## src/rtl/irtx_pkg.sv

```systemverilog
package irtx_pkg;

    // Durations, counted in units of 0.5625 ms
    localparam int HDR_UNITS        = 16;
    localparam int GAP_FULL_UNITS   = 8;
    localparam int GAP_REP_UNITS    = 4;
    localparam int MARK_UNITS       = 1;
    localparam int ZERO_SPACE_UNITS = 1;
    localparam int ONE_SPACE_UNITS  = 3;
    localparam int PERIOD_UNITS     = 192;

    localparam int HALF_W       = 8;
    localparam int PAYLOAD_BITS = 4 * HALF_W;
    localparam int PU_W         = $clog2(PERIOD_UNITS);
    localparam int SEG_W        = $clog2(HDR_UNITS) + 1;
    localparam int BIT_W        = $clog2(PAYLOAD_BITS);

    typedef enum logic [2:0] {
        SEG_LEAD, SEG_GAP, SEG_MARK, SEG_SPACE, SEG_STOP, SEG_REST
    } seg_e;

    typedef enum logic {FRM_FULL, FRM_REPEAT} frm_e;

    // Bit 0 of the packed struct is sent first
    typedef struct packed {
        logic [HALF_W-1:0]   data_inv;
        logic [HALF_W-1:0]   data;
        logic [2*HALF_W-1:0] addr;
    } payload_t;

    function automatic logic [SEG_W-1:0] seg_units(input seg_e s, input frm_e f, input logic bitv);
        case (s)
            SEG_LEAD:  return SEG_W'(HDR_UNITS);
            SEG_GAP:   return (f == FRM_FULL) ? SEG_W'(GAP_FULL_UNITS) : SEG_W'(GAP_REP_UNITS);
            SEG_SPACE: return bitv ? SEG_W'(ONE_SPACE_UNITS) : SEG_W'(ZERO_SPACE_UNITS);
            default:   return SEG_W'(MARK_UNITS);
        endcase
    endfunction

endpackage

```

## src/rtl/irtx_frame_pack.sv

```systemverilog
module irtx_frame_pack
    import irtx_pkg::*;
(
    input  logic [2*HALF_W-1:0] sw_bits,
    input  logic [2*HALF_W-1:0] opt_bits,
    input  logic [HALF_W-1:0]   data_code,
    output payload_t            payload
);
    logic [HALF_W-1:0] addr_lo;
    logic [HALF_W-1:0] pass_ctl;
    logic [HALF_W-1:0] addr_hi;

    assign addr_lo  = sw_bits[HALF_W-1:0] | opt_bits[HALF_W-1:0];
    assign pass_ctl = sw_bits[2*HALF_W-1:HALF_W] | opt_bits[2*HALF_W-1:HALF_W];

    for (genvar i = 0; i < HALF_W; i++) begin : g_hi
        assign addr_hi[i] = pass_ctl[i] ? addr_lo[i] : ~addr_lo[i];
    end

    assign payload.addr     = {addr_hi, addr_lo};
    assign payload.data     = data_code;
    assign payload.data_inv = ~data_code;
endmodule

```

## src/rtl/irtx_timebase.sv

```systemverilog
module irtx_timebase #(
    parameter int UNIT_CYC = 28125,
    parameter int CAR_CYC  = 1315,
    parameter int CAR_ON   = 438
) (
    input  logic clk,
    input  logic rst,
    input  logic clr,
    output logic unit_tick,
    output logic car_on
);
    localparam int UW = (UNIT_CYC > 1) ? $clog2(UNIT_CYC) : 1;
    localparam int CW = (CAR_CYC > 1) ? $clog2(CAR_CYC) : 1;

    logic [UW-1:0] unit_cnt;
    logic [CW-1:0] car_cnt;

    assign unit_tick = (unit_cnt == UW'(UNIT_CYC - 1));
    assign car_on    = (car_cnt < CW'(CAR_ON));

    always_ff @(posedge clk) begin
        if (rst || clr) begin
            unit_cnt <= '0;
            car_cnt  <= '0;
        end else begin
            unit_cnt <= unit_tick ? '0 : unit_cnt + 1'b1;
            car_cnt  <= (car_cnt == CW'(CAR_CYC - 1)) ? '0 : car_cnt + 1'b1;
        end
    end

    AST_UNIT_WRAP: assert property (@(posedge clk) disable iff (rst)
        (unit_tick && !clr) |=> (unit_cnt == '0));
endmodule

```

## src/rtl/irtx_sequencer.sv

```systemverilog
module irtx_sequencer
    import irtx_pkg::*;
(
    input  logic     clk,
    input  logic     rst,
    input  logic     start,
    input  logic     hold,
    input  logic     unit_tick,
    input  payload_t payload_in,
    output logic     active,
    output logic     mark_on,
    output logic     launch
);
    frm_e                    ftype;
    seg_e                    seg;
    logic [SEG_W-1:0]        seg_cnt;
    logic [BIT_W-1:0]        bit_idx;
    logic [PU_W-1:0]         pu;
    logic [PAYLOAD_BITS-1:0] shreg;
    logic                    period_last;
    logic                    seg_done;

    assign period_last = unit_tick && (pu == PU_W'(PERIOD_UNITS - 1));
    assign launch      = (!active && start) || (active && period_last && hold);
    assign seg_done    = unit_tick && (seg != SEG_REST)
                         && (seg_cnt == seg_units(seg, ftype, shreg[0]) - SEG_W'(1));
    assign mark_on     = active && (seg == SEG_LEAD || seg == SEG_MARK || seg == SEG_STOP);

    always_ff @(posedge clk) begin
        if (rst) begin
            active  <= 1'b0;
            ftype   <= FRM_FULL;
            seg     <= SEG_REST;
            seg_cnt <= '0;
            bit_idx <= '0;
            pu      <= '0;
            shreg   <= '0;
        end else if (launch) begin
            active  <= 1'b1;
            pu      <= '0;
            seg     <= SEG_LEAD;
            seg_cnt <= '0;
            bit_idx <= '0;
            if (!active) begin
                ftype <= FRM_FULL;
                shreg <= payload_in;
            end else begin
                ftype <= FRM_REPEAT;
            end
        end else if (active && period_last) begin
            active <= 1'b0;
            seg    <= SEG_REST;
        end else if (active && unit_tick) begin
            pu <= pu + 1'b1;
            if (seg_done) begin
                seg_cnt <= '0;
                case (seg)
                    SEG_LEAD:  seg <= SEG_GAP;
                    SEG_GAP:   seg <= (ftype == FRM_FULL) ? SEG_MARK : SEG_STOP;
                    SEG_MARK:  seg <= SEG_SPACE;
                    SEG_SPACE: begin
                        shreg <= shreg >> 1;
                        if (bit_idx == BIT_W'(PAYLOAD_BITS - 1)) begin
                            seg <= SEG_STOP;
                        end else begin
                            bit_idx <= bit_idx + 1'b1;
                            seg     <= SEG_MARK;
                        end
                    end
                    default:   seg <= SEG_REST;
                endcase
            end else if (seg != SEG_REST) begin
                seg_cnt <= seg_cnt + 1'b1;
            end
        end
    end

    AST_LEAD_WINDOW: assert property (@(posedge clk) disable iff (rst)
        (active && seg == SEG_LEAD) |-> (pu < PU_W'(HDR_UNITS)));
    AST_STOP_AFTER_PAYLOAD: assert property (@(posedge clk) disable iff (rst)
        (active && seg == SEG_STOP && ftype == FRM_FULL)
        |-> (pu >= PU_W'(HDR_UNITS + GAP_FULL_UNITS + 2 * PAYLOAD_BITS)));
    AST_PERIOD_CLOSE: assert property (@(posedge clk) disable iff (rst)
        (active && period_last && !hold) |=> !active);
    AST_IGNORE_START: assert property (@(posedge clk) disable iff (rst)
        (active && start && !period_last) |=> (active && pu >= $past(pu)));
endmodule

```

## src/rtl/irtx_ppm_tx.sv

```systemverilog
module irtx_ppm_tx
    import irtx_pkg::*;
#(
    parameter int CLK_HZ     = 50_000_000,
    parameter int CARRIER_HZ = 38_000
) (
    input  logic        clk,
    input  logic        rst,
    input  logic        start,
    input  logic        hold,
    input  logic [15:0] sw_bits,
    input  logic [15:0] opt_bits,
    input  logic [7:0]  data_code,
    output logic        tx_out,
    output logic        tx_busy_n
);
    localparam int UNIT_CYC = (CLK_HZ / 16000) * 9;
    localparam int CAR_CYC  = CLK_HZ / CARRIER_HZ;
    localparam int CAR_ON   = (CAR_CYC + 1) / 3;

    payload_t payload;
    logic     unit_tick;
    logic     car_on;
    logic     active;
    logic     mark_on;
    logic     launch;

    irtx_frame_pack u_pack (
        .sw_bits   (sw_bits),
        .opt_bits  (opt_bits),
        .data_code (data_code),
        .payload   (payload)
    );

    irtx_timebase #(
        .UNIT_CYC (UNIT_CYC),
        .CAR_CYC  (CAR_CYC),
        .CAR_ON   (CAR_ON)
    ) u_time (
        .clk       (clk),
        .rst       (rst),
        .clr       (launch),
        .unit_tick (unit_tick),
        .car_on    (car_on)
    );

    irtx_sequencer u_seq (
        .clk        (clk),
        .rst        (rst),
        .start      (start),
        .hold       (hold),
        .unit_tick  (unit_tick),
        .payload_in (payload),
        .active     (active),
        .mark_on    (mark_on),
        .launch     (launch)
    );

    assign tx_out    = mark_on && car_on;
    assign tx_busy_n = !active;

    AST_IDLE_DARK: assert property (@(posedge clk) disable iff (rst)
        tx_busy_n |-> !tx_out);
    AST_CARRIER_PHASE: assert property (@(posedge clk) disable iff (rst)
        launch |=> car_on);
endmodule

```

## config.mk

```make
export PLATFORM = sky130hd
export DESIGN_NAME = irtx_ppm_tx
export DESIGN_NICKNAME = d
export VERILOG_FILES = /design/src/rtl/irtx_pkg.sv /design/src/rtl/irtx_frame_pack.sv /design/src/rtl/irtx_timebase.sv /design/src/rtl/irtx_sequencer.sv /design/src/rtl/irtx_ppm_tx.sv
export SDC_FILE = /design/constraint.sdc
export NUM_CORES = 1
export LEC_CHECK = 0
export BUFFER_PORTS_ARGS = -buffer_cell sky130_fd_sc_hd__buf_2
export CORE_MARGIN = 3
export CORE_UTILIZATION = 45
export CTS_CLUSTER_DIAMETER = 50
export DETAILED_ROUTE_END_ITERATION = 16
export GPL_ROUTABILITY_DRIVEN = 1
export SETUP_SLACK_MARGIN = 0.1
export SYNTH_ARGS = -nofsm -noshare
export SYNTH_HDL_FRONTEND = slang
export SYNTH_HIERARCHICAL = 1
export SYNTH_SLANG_ARGS = --single-unit
```

## constraint.sdc

```tcl
create_clock -name clk -period 7.9 [get_ports clk]
set_clock_uncertainty 0.2 [all_clocks]
set_input_delay 0.395 -clock clk [delete_from_list [all_inputs] [get_ports clk]]
set_output_delay 0.395 -clock clk [all_outputs]
set_load 0.005 [all_outputs]
```

==> impl_metrics.tcl, run 1 <==
set metrics [dict create \
    clkLatencyLatePin_ns 0.35 \
    ir_drop_v 0.0001063 \
    gp_congestion 0.8062 \
    yosysSeqAreaShare 0.3782 \
    viasPerCell 5.466 \
    grt_max_degree 40 \
    fin_crit_sh 0.3862 \
    hold_violations 0 \
    syn_avg_cell_area_sq_um 9.027 \
    grt_usage 0.1713 \
    grt_pass1_wl_um 15680 \
    rsz0062_at_grt "no" \
    drc 0 \
    multi_input_area_sq_um 2375 \
    syn-cell-area_sq_um 4288 \
    synth_top_family_by_area "simple AND/OR/NAND/NOR gates" \
    async_reset_ff_frac 0 \
    nNetsFinal 549 \
    routedWlPerCell_um 14.09 \
    cts_num_sinks 81 \
    cts_buffers 9 \
    cp.arrival_ns 3.05 \
    grt_pass1_vias 3368 \
    crit_chain "inv_1, ha_1, nand4b_1, nor4_2, nand2_1, a21oi_2, nand3_1, o21ai_2, buf_4, a211oi_1" \
    synth_simple_gate_area_share 0.1818 \
    ys_top_cells_by_area "dfxtp_1, a211oi_1, mux2i_1" \
    cts-root-buf "clkbuf_8" \
    area_growth_pct 10.94 \
    hold_class "input port to register" \
    drv_cap 0 \
    cts_tree "yes" \
    drive_gt1_frac 0.1657 \
    postCtsSetupBuffers 0 \
    cts_resized 0 \
    vias 3427 \
    dr.pass1.iters 4 \
    yosys.area_share.adder 0.02334 \
    fin_hold_ws_ns 0.1252 \
    htreeDepth 3 \
    post-route-min-period_ns 3.051 \
    crit_fanout 32 \
    die_w_um 103.6 \
    syn_nets 527 \
    antenna_found_initial 0 \
    start_util 0.4777 \
    slew_headroom 0.4332 \
    num_io_pins 46 \
    synth_cell_types 54 \
    tightest_slew_ns 0.8503 \
    yosysMostFrequentCell "dfxtp_1" \
    totalWireLength_um 8833 \
    p_leak_uw 0.001788 \
    seq_area_sq_um 1622 \
    clk_pin_slew_ns 0.08 \
    synth_cells 475 \
    n_antenna_cell 0 \
    drt_iter0_drc 135 \
    rows 34 \
    coreArea_sq_um 8976 \
    port_buffers 45 \
    setup-violations-final 0 \
    end_kind "register" \
    tns_ns 0 \
    dp.cells 612 \
    ant_nets 0 \
    cp.required_ns 7.90 \
    ys_seq_elements 81 \
    slew_violations 0 \
    synth_top_cell_area_share 0.3782 \
    synth_warnings 6 \
    dp_hpwl_um 5855 \
    worst_setup_path_start_kind "register" \
    final_cells 627 \
    dieHeight_um 103.6 \
    utilization 0.5300 \
    yosys_most_used_dff "dfxtp_1" \
    finalPower_uw 919.8 \
    synth_compound_area_frac 0.1795 \
    synth-edff-count 0 \
    yosys.area.top_type "dfxtp_1" \
    synth-xor-area-share 0.08375 \
    ys_top_cells_by_count "dfxtp_1, a211oi_1, nor2_1" \
    n_fill_cell 849 \
    cp_slowest_cell "a21oi_2" \
    synthMuxAreaShare 0.07966 \
    grt.overflow.total 0 \
    cts.hold.buffers_added 0 \
    max_freq_mhz 327.7 \
    powerDensity_nw_per_um2 193.4 \
    clock_path_buffers 2 \
    worstSetupPathType "register to register" \
    cp_slowest_stage_delay_ns 0.39 \
    die_area_sq_um 10740 \
    status "completed" \
]
## metrics by stage
stage	setup WS (ns)	area (sq um)
2_1_floorplan	5.367	4288
3_3_place_gp	4.972	4507
3_5_place_dp	4.845	4507
4_1_cts	4.829	4757
5_1_grt	4.584	4757
6_report	4.849	4757
## layer usage
metal  GRT usage  wire [um]  up-vias
met3     0.03420        269        9
met5           0          0        -
li1            -          -     1755
met2      0.2832       4156       50
met4     0.05223         93        0
met1      0.2264       4314     1613
## critical path, delay by kind of cell, from the launching register on
family	cells	cell delay [ns]
and+or+nand+nor	4	1.04
AOI/OAI and AO/OA	3	0.71
buffers and inverters	2	0.42
DFF	1	0.35
adders and majority gates	1	0.14
## layout make-up
class | instances | area share
clock buffer | 11 | 0.03183
inverter | 22 | 0.01736
clock inverter | 4 | 0.02078
sequential | 81 | 0.3409
tap | 126 | 0.03314
multi-input combinational | 332 | 0.4992
timing repair buffer | 51 | 0.05681
## placed cells by master (no fill, tap or decap), types with 3 or more instances in the layout
master     count
dfxtp_1       81
a211oi_1      64
nor2_1        56
buf_2         45
mux2i_1       33
xnor2_1       24
inv_1         22
nand3_1       19
xor2_1        17
nand2_1       14
clkbuf_8      11
a21oi_1       10
nand4_1       10
or2_4          8
ha_1           8
and3_1         6
nor2b_1        6
nor3_1         6
buf_4          6
o31ai_1        5
nor4_1         5
bufinv_16      3
o41ai_1        3
## worst paths after layout
| check | start | end | slack [ns] | cells past startpoint |
|---|---|---|---|---|
| worst min-delay path | data_code[7] | u_seq/shreg[31] | 0.13 | 4 |
| worst max register to register | u_time/unit_cnt[0] | u_seq/shreg[29] | 4.85 | 10 |
| worst min register to register | u_seq/shreg[31] | u_seq/shreg[31] | 0.27 | 2 |
| worst max-delay path | u_time/unit_cnt[0] | u_seq/shreg[29] | 4.85 | 10 |
## registers in the layout, summed over array words and instances (netlist names)
name / flops
u_seq/seg_cnt: 5
u_seq/ftype: 1
u_seq/pu: 8
u_seq/bit_idx: 5
u_seq/active: 1
u_seq/shreg: 32
u_time/unit_cnt: 15
u_time/car_cnt: 11
u_seq/seg: 3
## kinds of logic after synthesis
logic type / count (synthesis)
adder cells (fa/ha/maj): 8
AND/OR/NAND/NOR: 148
multiplexers: 34
XOR/XNOR: 41
buffers and inverters: 62
flip-flops: 81
AO/OA/AOI/OAI: 101
## power breakdown
group	internal [uW]	total, uW	switching, uW
logic	48.0	107	59.0
registers	426	439	13.0
clock network	227	374	148
Note: power is estimated with default switching activity, not from simulation.
==> run 2, diff against run 1 <==
==> constraint.sdc (replaced) <==
create_clock -name clk -period 3.2 [get_ports clk]
set_clock_uncertainty 0.2 [all_clocks]
set_input_delay 0.16 -clock clk [delete_from_list [all_inputs] [get_ports clk]]
set_output_delay 0.16 -clock clk [all_outputs]
set_load 0.005 [all_outputs]
==> run 2 against run 1 <==
Compared with the run above:
- global-route usage down 0.16 points
- die area unchanged
- final area up 2.0%
- worst hold slack worse by 0.086 ns
- sequential share of layout area down 0.68 points
- register-to-register slack worse by 4.4 ns
- clock-buffer cell count up 1
- via count up 1.3%
- highest routed layer unchanged
- clock power up 100%
- non-clock buffer count up 12
==> impl_metrics.tcl, run 2 (synthesis gave the netlist of run 1 again) <==
set metrics [dict create \
    whs_endpoint "u_seq/ftype" \
    reg2reg_depth 8 \
    utilization 0.5407 \
    drv_cap 0 \
    powerDensity_nw_per_um2 435.1 \
    hold_violations 0 \
    reg2reg_from "u_time/unit_cnt[2]" \
    grt_pass1_vias 3397 \
    htreeDepth 3 \
    multi_input_area_sq_um 2375 \
    use_met1 0.2220 \
    clkLatencyLatePin_ns 0.35 \
    port_buffers 45 \
    setup-violations-final 0 \
    slew_violations 0 \
    max_freq_mhz 364.1 \
    routedWlPerCell_um 13.79 \
    worstHoldPathCells 4 \
    p_leak_uw 0.001824 \
    slew_headroom 0.4939 \
    worst_setup_path_start_kind "register" \
    dp_hpwl_um 5776 \
    end_kind "register" \
    n_fill_cell 849 \
    viasPerCell 5.423 \
    drt_iter0_drc 113 \
    cts_buffers 9 \
    coreArea_sq_um 8976 \
    area_growth_pct 13.19 \
    num_io_pins 46 \
    cp_slowest_cell "dfxtp_1" \
    rows 34 \
    ir_drop_v 0.0002802 \
    top_regs "u_seq/shreg (32), u_time/unit_cnt (15), u_time/car_cnt (11)" \
    path_common_cell "nand3_1" \
    grt_pass1_wl_um 15550 \
    rsz0062_at_grt "no" \
    grt_max_degree 40 \
    crit_chain "nand3_1, nor4_2, nand2_1, a21oi_2, nand3_1, o21ai_2, buf_12, a211oi_1" \
    largest_register_ffs 32 \
    cts-root-buf "clkbuf_8" \
    post-route-min-period_ns 2.747 \
    cp_slowest_stage_delay_ns 0.41 \
    use_met2 0.2804 \
    seq_area_sq_um 1622 \
    tightest_slew_ns 0.7591 \
    clk_pin_slew_ns 0.08 \
    fin_crit_sh 0.8583 \
    cp.required_ns 3.20 \
    r2r_slack_ns 0.45 \
    start_util 0.4777 \
    crit_fanout 32 \
    cp.arrival_ns 2.74 \
    hp-start "start" \
    layout_commonest_cell "dfxtp_1" \
    tns_ns 0 \
    antenna_found_initial 0 \
    die_area_sq_um 10740 \
    dieHeight_um 103.6 \
    met3_usage 0.03918 \
    dr.pass1.iters 4 \
    vias 3471 \
    cts_tree "yes" \
    worstSetupPathType "register to register" \
    drc 0 \
    grt_usage 0.1697 \
    cts_resized 0 \
    die_w_um 103.6 \
    worstReg2RegEnd "u_seq/shreg[27]" \
    regMostFlops "u_seq/shreg" \
    n_antenna_cell 0 \
    hold_class "input port to register" \
    setup_ws_ns 0.4534 \
    drive_gt1_frac 0.1654 \
    nNetsFinal 561 \
    cts_num_sinks 81 \
    layout_common_cells "dfxtp_1, a211oi_1, nor2_1, buf_2, mux2i_1" \
    clock_path_buffers 2 \
    grt.overflow.total 0 \
    top_usage_layer "met2" \
    gp_congestion 0.7951 \
    status "completed" \
    dp_slack_ns 0.4617 \
    ant_nets 0 \
    totalWireLength_um 8827 \
]
==> run 2: changes by cell type in the layout (fill, tap and decap cells not counted), sizes merged <==
cell | previous run | this run
dlygate4sd3 | 0 | 9
buf | 51 | 54
bufinv | 3 | 1
clkbuf | 11 | 12
clkinv | 0 | 1
clkinvlp | 0 | 1
==> run 2: power by group <==
| group | switching [uW] | leakage (uW) | internal [uW] |
|---|---|---|---|
| Combinational | 147 | 0.00107 | 131 |
| Clock | 367 | 0.0000970 | 384 |
| Sequential | 31.4 | 0.000661 | 1050 |
| Total | 545 | 0.00182 | 1570 |
==> run 2: metrics by stage <==
stage	cell area [sq um]	std cells	hold slack, ns	total power [uW]
finish	4853	640	0.03962	2112
global route	4853	640	0.06503	2218
CTS	4853	640	0.02389	2143
detailed placement	4567	615	0.2683	1375
global placement	4567	615	0.2558	1373
floorplan	4288	475	0.09598	1307
==> run 2: worst max path at each step <==
stage | to | cells past startpoint | startpoint
floorplan | u_seq/shreg[10] | 10 | u_time/unit_cnt[0]
global placement | u_seq/shreg[22] | 10 | u_time/unit_cnt[0]
detailed placement | u_seq/shreg[20] | 10 | u_time/unit_cnt[0]
CTS | u_seq/shreg[20] | 10 | u_time/unit_cnt[0]
global route | u_seq/shreg[29] | 10 | u_time/unit_cnt[0]
finish | u_seq/shreg[27] | 8 | u_time/unit_cnt[2]
==> run 2: metal layers <==
layer	routed length [um]	share of wire
met2	4297	0.49
met5	0	0
met1	4163	0.47
met4	53	0.0060
met3	312	0.035
==> run 2: critical path: cells and delay by family (launching register included) <==
kind	cells	cell delay [ns]
and+or+nand+nor	4	1.15
AOI/OAI and AO/OA	3	0.60
DFF	1	0.41
buffers and inverters	1	0.21
==> run 2: what timing repair did <==
item | 4_1_cts | 5_1_grt
hold buffers | 9 | 0
buffers inserted | 0 | 0
hold endpoints to repair | 17 | 0
==> run 2: layout make-up <==
class                   count  area share
clock buffers              12     0.02990
inverters                  22     0.01701
clock inverters             4     0.01057
well taps                 126     0.03248
repair buffers             63     0.08662
flip-flops and latches     81      0.3341
multi-input cells         332      0.4893
==> run 3, diff against run 2 <==
--- a/config.mk
+++ b/config.mk
@@ -11,6 +11,7 @@
 export CTS_CLUSTER_DIAMETER = 50
 export DETAILED_ROUTE_END_ITERATION = 16
 export GPL_ROUTABILITY_DRIVEN = 1
+export PLACE_DENSITY = 0.66
 export SETUP_SLACK_MARGIN = 0.1
 export SYNTH_ARGS = -nofsm -noshare
 export SYNTH_HDL_FRONTEND = slang
==> constraint.sdc (replaced) <==
create_clock -name clk -period 2.4 [get_ports clk]
set_clock_uncertainty 0.2 [all_clocks]
set_input_delay 0.12 -clock clk [delete_from_list [all_inputs] [get_ports clk]]
set_output_delay 0.12 -clock clk [all_outputs]
set_load 0.005 [all_outputs]
==> run 3 against run 2 <==
Compared with the run above:
- clock-buffer cell count fell by 2
- sequential power rose by 34%
- combinational power rose by 57%
- largest cell class unchanged
- fmax rose by 19%
- cell count rose by 4.2%
- worst hold slack improved by 0.0071 ns
- routed wire length rose by 11%
- register-to-register slack got worse by 0.37 ns
- first-iteration DRC count rose by 55%
- largest power group unchanged
- via count rose by 4.8%
==> impl_metrics.tcl, run 3 (synthesis gave the netlist of run 1 again) <==
set metrics [dict create \
    dieHeight_um 103.6 \
    crit_fanout 15 \
    drt_iter0_drc 175 \
    layout_commonest_cell "dfxtp_1" \
    totalWireLength_um 9818 \
    internal-power_uw 2305 \
    hold_class "input port to register" \
    slew_violations 0 \
    ir_drop_v 0.0003087 \
    dr.pass1.iters 4 \
    layout_common_cells "dfxtp_1, nor2_1, a211oi_1, buf_2, mux2i_1" \
    grt_pass1_vias 3518 \
    cts_tree "yes" \
    ant_nets 0 \
    fin_hold_ws_ns 0.04670 \
    crit_family "simple AND/OR/NAND/NOR gates" \
    tightest_slew_ns 0.8049 \
    pwr-share-seq 0.471 \
    grt.overflow.total 0 \
    rsz0062_at_grt "yes" \
    cts_num_sinks 81 \
    cts-root-buf "clkbuf_8" \
    post-route-min-period_ns 2.316 \
    met1_length_um 4408 \
    top_regs "u_seq/shreg (32), u_time/unit_cnt (15), u_time/car_cnt (11)" \
    cp_slowest_stage_delay_ns 0.34 \
    powerDensity_nw_per_um2 571.5 \
    num_io_pins 46 \
    area_growth_pct 25.45 \
    regMostFlops "u_seq/shreg" \
    n_antenna_cell 0 \
    viasPerCell 5.453 \
    start_util 0.4777 \
    highest_layer "met4" \
    coreArea_sq_um 8976 \
    rows 34 \
    vias 3637 \
    port_buffers 45 \
    cp.required_ns 2.45 \
    nNetsFinal 589 \
    clk_pin_slew_ns 0.09 \
    largest_register_ffs 32 \
    hold_violations 0 \
    clock_path_buffers 2 \
    grt_max_degree 40 \
    drv_cap 0 \
    end_kind "register" \
    clkLatencyLatePin_ns 0.35 \
    gp_congestion 0.8472 \
    finalPower_uw 3074 \
    dr_wl_met2_um 4849 \
    slew_headroom 0.4634 \
    p_sw_uw 769.5 \
    p_comb_frac 0.143 \
    fin_crit_sh 0.9649 \
    n_fill_cell 759 \
    grt_usage 0.1763 \
    cp_num_buf_inv 1 \
    htreeDepth 3 \
    worst_setup_path_start_kind "register" \
    drive_gt1_frac 0.2884 \
    setup-violations-final 0 \
    die_area_sq_um 10740 \
    status "completed" \
    cts_buffers 9 \
    place_area_sq_um 4716 \
    cp_slowest_cell "dfxtp_2" \
    antenna_found_initial 0 \
    die_w_um 103.6 \
    crit_chain "nand4bb_4, nor4_4, nand2_2, a21oi_4, and3_4, clkbuf_16, a211oi_2, a211oi_1" \
    cp.arrival_ns 2.37 \
    p_leak_uw 0.002042 \
    route.met3.wl_um 422 \
    max_freq_mhz 431.8 \
    switching_share 0.2503 \
    worstSetupPathType "register to register" \
    dp_hpwl_um 6204 \
    routedWlPerCell_um 14.72 \
    grt_pass1_wl_um 16340 \
    drc 0 \
    clkPwrFrac 0.387 \
    stdcell_area_sq_um 5379 \
]
run 3: routing by layer:
metal / vias up / track usage
met4: 0 / 0.05128
met3: 13 / 0.04353
li1: 1829 / -
met2: 84 / 0.2963
met1: 1711 / 0.2246
met5: - / 0
run 3: worst reg2reg max path, cell delays in order (launching register included):
cell       delay [ns]
dfxtp_2          0.34
nand4bb_4        0.23
nor4_4           0.33
nand2_2          0.12
a21oi_4          0.18
and3_4           0.28
clkbuf_16        0.21
a211oi_2         0.08
a211oi_1         0.24
run 3: final cells by class:
class                           instances  area [sq um]  share of cell area
Clock buffer                           10         127.6             0.02373
Clock inverter                          5         103.9             0.01931
Inverter                               22         82.58             0.01535
Multi-Input combinational cell        332          2585              0.4806
Sequential cell                        81          1632              0.3033
Tap cell                              126         157.7             0.02931
Timing Repair Buffer                   91         690.7              0.1284
run 3: metrics by stage:
step / setup slack [ns] / instances / util / TNS [ns]
floorplan: 0.09834 / 475 / - / 0
global placement: 0.03852 / 634 / 0.5254 / 0
detailed placement: 0.02305 / 634 / 0.5254 / 0
CTS: 0.05862 / 662 / 0.5694 / 0
global route: -0.01625 / 667 / 0.5992 / -0.07072
finish: 0.08414 / 667 / 0.5992 / 0
run 3: power by group through the flow:
stage / sequential (uW) / combinational [uW] / clock, uW
after floorplan: 1460 / 286 / 0
after global placement: 1470 / 368 / 0
after detailed placement: 1470 / 375 / 0
after CTS: 1440 / 397 / 1210
after global routing: 1450 / 484 / 1270
final: 1450 / 439 / 1190
run 3: worst paths after layout:
check	from	to	slack (ns)	depth (start not counted)
max reg2reg	u_time/unit_cnt[12]	u_seq/shreg[2]	0.08	8
min reg2reg	u_seq/shreg[31]	u_seq/shreg[31]	0.27	2
max	u_time/unit_cnt[12]	u_seq/shreg[2]	0.08	8
min	sw_bits[12]	u_seq/shreg[12]	0.05	5
run 3: timing repair:
action,4_1_cts,5_1_grt
buffers inserted,3,3
gates cloned,0,2
setup endpoints to repair,60,78
pin swaps,0,16
gates resized for setup,7,48
endpoints found under the hold margin,18,0
hold buffers,10,0
